$ cat config.mk
export PLATFORM = sky130hd
export DESIGN_NAME = spie_irq_regs
export DESIGN_NICKNAME = d
export VERILOG_FILES = /design/src/rtl/spie_irq_pkg.sv /design/src/rtl/spie_sync_event.sv /design/src/rtl/spie_level_src.sv /design/src/rtl/spie_eng_ctl.sv /design/src/rtl/spie_irq_regs.sv
export SDC_FILE = /design/constraint.sdc
export NUM_CORES = 1
export LEC_CHECK = 0
export BUFFER_PORTS_ARGS = -buffer_cell sky130_fd_sc_hd__buf_4
export CELL_PAD_IN_SITES_DETAIL_PLACEMENT = 2
export CELL_PAD_IN_SITES_GLOBAL_PLACEMENT = 2
export CORE_AREA = 4 4 102 104
export CTS_CLUSTER_SIZE = 12
export DETAILED_ROUTE_END_ITERATION = 6
export DIE_AREA = 0 0 106 108
export HOLD_SLACK_MARGIN = 0.12
export PLACE_DENSITY_LB_ADDON = 0.2
export SLEW_MARGIN = 20
export SYNTH_ARGS = -nofsm -noshare
export SYNTH_HDL_FRONTEND = slang
export SYNTH_SLANG_ARGS = --single-unit
export TNS_END_PERCENT = 30
$ cat constraint.sdc
create_clock -name clk -period 1.7 [get_ports clk]
set_clock_uncertainty 0.15 [all_clocks]
set_input_delay 0.17 -clock clk [delete_from_list [all_inputs] [get_ports clk]]
set_output_delay 0.17 -clock clk [all_outputs]
set_load 0.02 [all_outputs]
$ cat src/rtl/spie_irq_pkg.sv
package spie_irq_pkg;
    localparam int NSRC = 5;

    localparam int SRC_CMD_AE = 0;
    localparam int SRC_TX_AE  = 1;
    localparam int SRC_RX_AF  = 2;
    localparam int SRC_SYNC   = 3;
    localparam int SRC_OSYNC  = 4;

    localparam logic [11:0] OFF_RESET   = 12'h040;
    localparam logic [11:0] OFF_ENABLE  = 12'h080;
    localparam logic [11:0] OFF_PENDING = 12'h084;
    localparam logic [11:0] OFF_SOURCE  = 12'h088;
    localparam logic [11:0] OFF_SYNC_ID = 12'h0C0;
    localparam logic [11:0] OFF_OSYNCID = 12'h0C4;
    localparam logic [11:0] OFF_CMDROOM = 12'h0D0;
    localparam logic [11:0] OFF_TXROOM  = 12'h0D4;
    localparam logic [11:0] OFF_RXLEVEL = 12'h0D8;

    typedef enum logic {ST_RUN = 1'b0, ST_HOLD = 1'b1} eng_state_t;
endpackage

$ cat src/rtl/spie_sync_event.sv
module spie_sync_event #(
    parameter int ID_W = 8
) (
    input  logic            clk,
    input  logic            rst_n,
    input  logic            evt_i,
    input  logic [ID_W-1:0] id_i,
    input  logic            clr_i,
    output logic            pend_o,
    output logic [ID_W-1:0] id_o
);
    always_ff @(posedge clk or negedge rst_n) begin
        if (!rst_n) begin
            pend_o <= 1'b0;
            id_o   <= '0;
        end else if (evt_i) begin
            pend_o <= 1'b1;
            id_o   <= id_i;
        end else if (clr_i) begin
            pend_o <= 1'b0;
        end
    end

    p_event_sets_r3: assert property (@(posedge clk) disable iff (!rst_n)
        evt_i |=> pend_o);
    p_sticky_r3: assert property (@(posedge clk) disable iff (!rst_n)
        (pend_o && !clr_i) |=> pend_o);
    p_id_capture_r4: assert property (@(posedge clk) disable iff (!rst_n)
        evt_i |=> (id_o == $past(id_i)));
    p_id_keep_r4: assert property (@(posedge clk) disable iff (!rst_n)
        !evt_i |=> $stable(id_o));
    p_w1c_r5: assert property (@(posedge clk) disable iff (!rst_n)
        (clr_i && !evt_i) |=> !pend_o);
endmodule

$ cat src/rtl/spie_level_src.sv
module spie_level_src #(
    parameter int CNT_W = 8,
    parameter int THR   = 12
) (
    input  logic [CNT_W-1:0] cnt_i,
    output logic             hit_o
);
    localparam logic [CNT_W-1:0] THR_V = CNT_W'(THR);

    always_comb hit_o = (cnt_i >= THR_V);
endmodule

$ cat src/rtl/spie_eng_ctl.sv
module spie_eng_ctl
    import spie_irq_pkg::*;
(
    input  logic clk,
    input  logic rst_n,
    input  logic wr_i,
    input  logic bit_i,
    output logic hold_o
);
    eng_state_t state_q, state_d;

    always_ff @(posedge clk or negedge rst_n) begin
        if (!rst_n) state_q <= ST_RUN;
        else        state_q <= state_d;
    end

    always_comb begin
        state_d = state_q;
        unique case (state_q)
            ST_RUN:  if (wr_i && bit_i)  state_d = ST_HOLD;
            ST_HOLD: if (wr_i && !bit_i) state_d = ST_RUN;
            default: state_d = ST_RUN;
        endcase
    end

    always_comb hold_o = (state_q == ST_HOLD);

    p_enter_hold_r9: assert property (@(posedge clk) disable iff (!rst_n)
        (wr_i && bit_i) |=> hold_o);
    p_leave_hold_r9: assert property (@(posedge clk) disable iff (!rst_n)
        (wr_i && !bit_i) |=> !hold_o);
    p_hold_keep_r9: assert property (@(posedge clk) disable iff (!rst_n)
        !wr_i |=> $stable(hold_o));
endmodule

$ cat src/rtl/spie_irq_regs.sv
module spie_irq_regs
    import spie_irq_pkg::*;
#(
    parameter int ADDR_W      = 12,
    parameter int CNT_W       = 8,
    parameter int CMD_AE_ROOM = 12,
    parameter int TX_AE_ROOM  = 12,
    parameter int RX_AF_LVL   = 12
) (
    input  logic              clk,
    input  logic              rst_n,
    input  logic              reg_wr,
    input  logic [ADDR_W-1:0] reg_addr,
    input  logic [31:0]       reg_wdata,
    output logic [31:0]       reg_rdata,
    input  logic [CNT_W-1:0]  cmd_room,
    input  logic [CNT_W-1:0]  tx_room,
    input  logic [CNT_W-1:0]  rx_level,
    input  logic              sync_stb,
    input  logic [7:0]        sync_id,
    input  logic              off_sync_stb,
    input  logic [7:0]        off_sync_id,
    output logic              irq_o,
    output logic              eng_rst_o
);
    localparam int NLVL = 3;
    localparam int ID_W = 8;

    logic [NLVL-1:0][CNT_W-1:0] cnt_w;
    logic [NSRC-1:0]            pend_w;
    logic [NSRC-1:0]            src_w;
    logic [NSRC-1:0]            en_q;
    logic                       irq_q;
    logic [1:0]                 evt_w;
    logic [1:0][ID_W-1:0]       evid_w;
    logic [1:0][ID_W-1:0]       idq_w;
    logic [1:0]                 clr_w;

    function automatic logic hit(input logic [ADDR_W-1:0] a, input logic [11:0] off);
        return a == ADDR_W'(off);
    endfunction

    assign cnt_w = {rx_level, tx_room, cmd_room};

    // level-driven sources, one comparator per FIFO
    for (genvar g = 0; g < NLVL; g++) begin : g_lvl
        localparam int THR = (g == SRC_CMD_AE) ? CMD_AE_ROOM :
                             (g == SRC_TX_AE)  ? TX_AE_ROOM  : RX_AF_LVL;
        spie_level_src #(.CNT_W(CNT_W), .THR(THR)) u_lvl (
            .cnt_i (cnt_w[g]),
            .hit_o (pend_w[g])
        );
    end

    // sticky sync sources with latched IDs
    assign evt_w  = {off_sync_stb, sync_stb};
    assign evid_w = {off_sync_id, sync_id};
    for (genvar s = 0; s < 2; s++) begin : g_sync
        assign clr_w[s] = reg_wr && hit(reg_addr, OFF_PENDING) && reg_wdata[SRC_SYNC + s];
        spie_sync_event #(.ID_W(ID_W)) u_evt (
            .clk    (clk),
            .rst_n  (rst_n),
            .evt_i  (evt_w[s]),
            .id_i   (evid_w[s]),
            .clr_i  (clr_w[s]),
            .pend_o (pend_w[SRC_SYNC + s]),
            .id_o   (idq_w[s])
        );
    end

    spie_eng_ctl u_eng (
        .clk    (clk),
        .rst_n  (rst_n),
        .wr_i   (reg_wr && hit(reg_addr, OFF_RESET)),
        .bit_i  (reg_wdata[0]),
        .hold_o (eng_rst_o)
    );

    always_ff @(posedge clk or negedge rst_n) begin
        if (!rst_n) begin
            en_q  <= '0;
            irq_q <= 1'b0;
        end else begin
            if (reg_wr && hit(reg_addr, OFF_ENABLE)) en_q <= reg_wdata[NSRC-1:0];
            irq_q <= |src_w;
        end
    end

    assign src_w = pend_w & en_q;
    assign irq_o = irq_q;

    always_comb begin
        reg_rdata = '0;
        if (hit(reg_addr, OFF_RESET))        reg_rdata[0]        = eng_rst_o;
        else if (hit(reg_addr, OFF_ENABLE))  reg_rdata[NSRC-1:0] = en_q;
        else if (hit(reg_addr, OFF_PENDING)) reg_rdata[NSRC-1:0] = pend_w;
        else if (hit(reg_addr, OFF_SOURCE))  reg_rdata[NSRC-1:0] = src_w;
        else if (hit(reg_addr, OFF_SYNC_ID)) reg_rdata[ID_W-1:0] = idq_w[0];
        else if (hit(reg_addr, OFF_OSYNCID)) reg_rdata[ID_W-1:0] = idq_w[1];
        else if (hit(reg_addr, OFF_CMDROOM)) reg_rdata[CNT_W-1:0] = cmd_room;
        else if (hit(reg_addr, OFF_TXROOM))  reg_rdata[CNT_W-1:0] = tx_room;
        else if (hit(reg_addr, OFF_RXLEVEL)) reg_rdata[CNT_W-1:0] = rx_level;
    end

    p_irq_needs_enable_r8: assert property (@(posedge clk) disable iff (!rst_n)
        (en_q == '0) |=> !irq_o);
    p_irq_sync_r8: assert property (@(posedge clk) disable iff (!rst_n)
        (sync_stb && en_q[SRC_SYNC] && !(reg_wr && hit(reg_addr, OFF_ENABLE))) |=> ##1 irq_o);
    p_enable_keep_r6: assert property (@(posedge clk) disable iff (!rst_n)
        !(reg_wr && hit(reg_addr, OFF_ENABLE)) |=> $stable(en_q));
endmodule

==> metrics.cfg <==
[outcome]
outcome = finished, violations left
failed_checks = setup timing

[finish]
final_common_cell = buf_4
final_area_mm2 = 0.00364
final_cell_mix = buf_4, dlygate4sd3_1, dfrtp_1
insertedDiodeCount = 0
area_growth_pct = 84.4
nNetsFinal = 472
final_layout_size_suffix_gt1_share_pct = 47.1
fin_util_pct = 38.1

[cts]
clk_path_buf_depth = 2
cts_sinks = 25
clk_pin_slew_ps = 90
insertion_delay_ps = 280
clock-root-buffer = clkbuf_8
htree_levels = 1
cts_tree = built
cts_made_buffers = 3

[synthesis]
avgSynthCellArea_um2 = 8.84
synth_compound_area_share_pct = 21.5
synth_cells = 223
yosysUniqueCellTypes = 47
synth_top_area_share_pct = 31.7
ys_seq_area_share_pct = 31.7
synth.area.mux_share_pct = 13.5
ys_seq_elements = 25
synth_warnings = 0
synthAdderAreaFrac_pct = 0
synthXorXnorAreaFrac_pct = 0
synth_simple_gate_area_share_pct = 21.2
synth_top_family_by_area = compound AO/OA/AOI/OAI gates
yosys.area.top_type = dfrtp_1
synth_area_leaders = dfrtp_1, mux2_2, buf_4, a21oi_1, nand2_1
syn-cell-area_mm2 = 0.00197

[timing]
setup_viol = 8
min_period_ps = 2180
holdWs_ps = 181
period_share_pct = 128
max_freq_mhz = 458
rsz0062_at_grt = yes
hold_viol = 0
report.final.slew_viol_count = 0
setup_ws_ps = -484

[setup_path]
slowest_delay_ps = 500
worst-setup-path-type = input pin to primary output
crit_slowest_cell = or4b_4
worst_setup_path_start_kind = input pin
arrival_ps = 1860
path_cells = buf_6 -> nor4_4 -> or4b_4 -> o32a_1 -> o32a_1 -> o32ai_4 -> buf_6
end_kind = primary output
cp_max_fo = 2
cp.required_ps = 1380
r2r.worst_path.cells = 3

[floorplan]
core_mm2 = 0.00955
dieArea_mm2 = 0.0114
rows = 36
die_y_um = 108
die_w_um = 106
io_pins = 123
start_util_pct = 20.6

[power]
combPwrFrac_pct = 36.6
p_clk_share_pct = 22.6
ir_worst_vdd_mv = 0.268
p_leak_nw = 1.58
p_seq_share_pct = 40.8
power_mw = 1.61
power.density_mw_per_mm2 = 444
power.internal_mw = 1.13
switching_share_pct = 29.8
power.net_switching_mw = 0.482

[route]
final_antenna_net_count = 0
wl_per_cell_um = 16.9
vias = 2273
route.detailed.drc = 0
dr.pass1.iters = 4
via_per_inst = 4.41
drt_iter0_markers = 78
drt_wl_total_mm = 8.72

[placement]
dpl_cell_area_mm2 = 0.00301
dp_slack_ps = -541
io_buffer_count = 71
dp_hpwl_mm = 6.83
gp_congestion = 0.813

[global_route]
grt_pass1_wl_mm = 14.1
antenna_found_initial = 0
grt_overflow = 0
grt_use_total_pct = 15.5
grt_pass1_vias = 2597
grt_max_degree = 26

[hold_path]
hp-class = input pin to async pin

[run]
drv_cap = 0

[metal layers]
metal	vias to the layer above	track usage (%)	share of wire, %
li1	1099	-	-
met3	7	1.43	3.0
met4	0	3.52	1.1
met2	54	28.3	52
met1	1113	20.0	44
met5	-	0	0
[sequential cells by signal (all words and copies together) (netlist names), named ones only]
name                 flops
g_sync.u_evt.pend_o      2
g_sync.u_evt.id_o       16
en_q                     5
irq_o                    1
[kinds of logic after synthesis]
| kind of cell | after synthesis |
|---|---|
| AND/OR/NAND/NOR | 73 |
| AO/OA/AOI/OAI | 62 |
| buffers and inverters | 38 |
| flip-flops | 25 |
| multiplexers | 24 |
| other | 1 |
[per-stage QoR]
stage	std cells	TNS, ps
after floorplan	246	-1600
after global placement	467	-5670
after detailed placement	467	-6030
after CTS	514	-2840
after global routing	515	-3550
final	515	-2650
[power groups by stage]
stage               clock [mW]  sequential (mW)  combinational (mW)
floorplan                    0            0.660               0.241
global placement             0            0.669               0.451
detailed placement           0            0.670               0.460
CTS                      0.379            0.658               0.580
global route             0.400            0.664               0.641
finish                   0.365            0.659               0.591
[cells in the mapped netlist (all sizes together)]
| cell | count |
|---|---|
| conb | 1 |
| and4bb | 1 |
| a211oi | 2 |
| nand3 | 5 |
| o21ba | 1 |
| and3 | 1 |
| clkbuf | 8 |
| nor3 | 5 |
| nor3b | 1 |
| dfrtp | 25 |
| o32a | 2 |
| a2bb2oi | 1 |
| buf | 27 |
| nor2b | 6 |
| or4b | 3 |
| nand4b | 2 |
| nor4b | 1 |
| nand2b | 4 |
| nor4 | 6 |
| o32ai | 1 |
| and2b | 1 |
| a222oi | 1 |
| o22ai | 9 |
| or3b | 1 |
| a31oi | 2 |
| a22oi | 7 |
| a221oi | 2 |
| o21ai | 4 |
| a311o | 2 |
| a21o | 6 |
| nand2 | 17 |
| o21a | 5 |
| inv | 3 |
| mux2 | 21 |
| a21oi | 15 |
| mux2i | 3 |
| a21boi | 2 |
| or4bb | 1 |
| nand4 | 2 |
| nor2 | 16 |
[what timing repair did]
item | 4_1_cts | 5_1_grt
setup endpoints to repair | 16 | 16
resized for setup | 24 | 9
pin swaps | 14 | 9
buffers inserted | 2 | 2
hold buffers | 41 | 0
endpoints found under the hold margin | 49 | 0
[worst max-delay path: cells and delay by family]
| kind | cells | cell delay (ps) |
|---|---|---|
| AOI/OAI and AO/OA | 3 | 680 |
| and+or+nand+nor | 2 | 770 |
| buffers and inverters | 2 | 240 |
[worst paths after layout]
check | end | from | slack, ps
max | reg_rdata[0] | reg_addr[0] | -480
max in group asynchronous | g_sync[1].u_evt.id_o[0] | rst_n | 950
max reg2reg | irq_o | g_sync[0].u_evt.pend_o | 170
min | async pin | rst_n | 180
min reg2reg | g_sync[1].u_evt.id_o[4] | g_sync[1].u_evt.id_o[4] | 410
min in group clk | flop | reg_addr[4] | 350
[final cells by class]
cell class                 instances  area (µm²)
timing repair buffer             167        1420
tap                              133         166
fill                            1104        5910
inverter                           3        11.3
sequential                        25         626
multi-input combinational        183        1370
clock buffer                       4        45.0
Note: power is estimated with default switching activity, not from simulation.
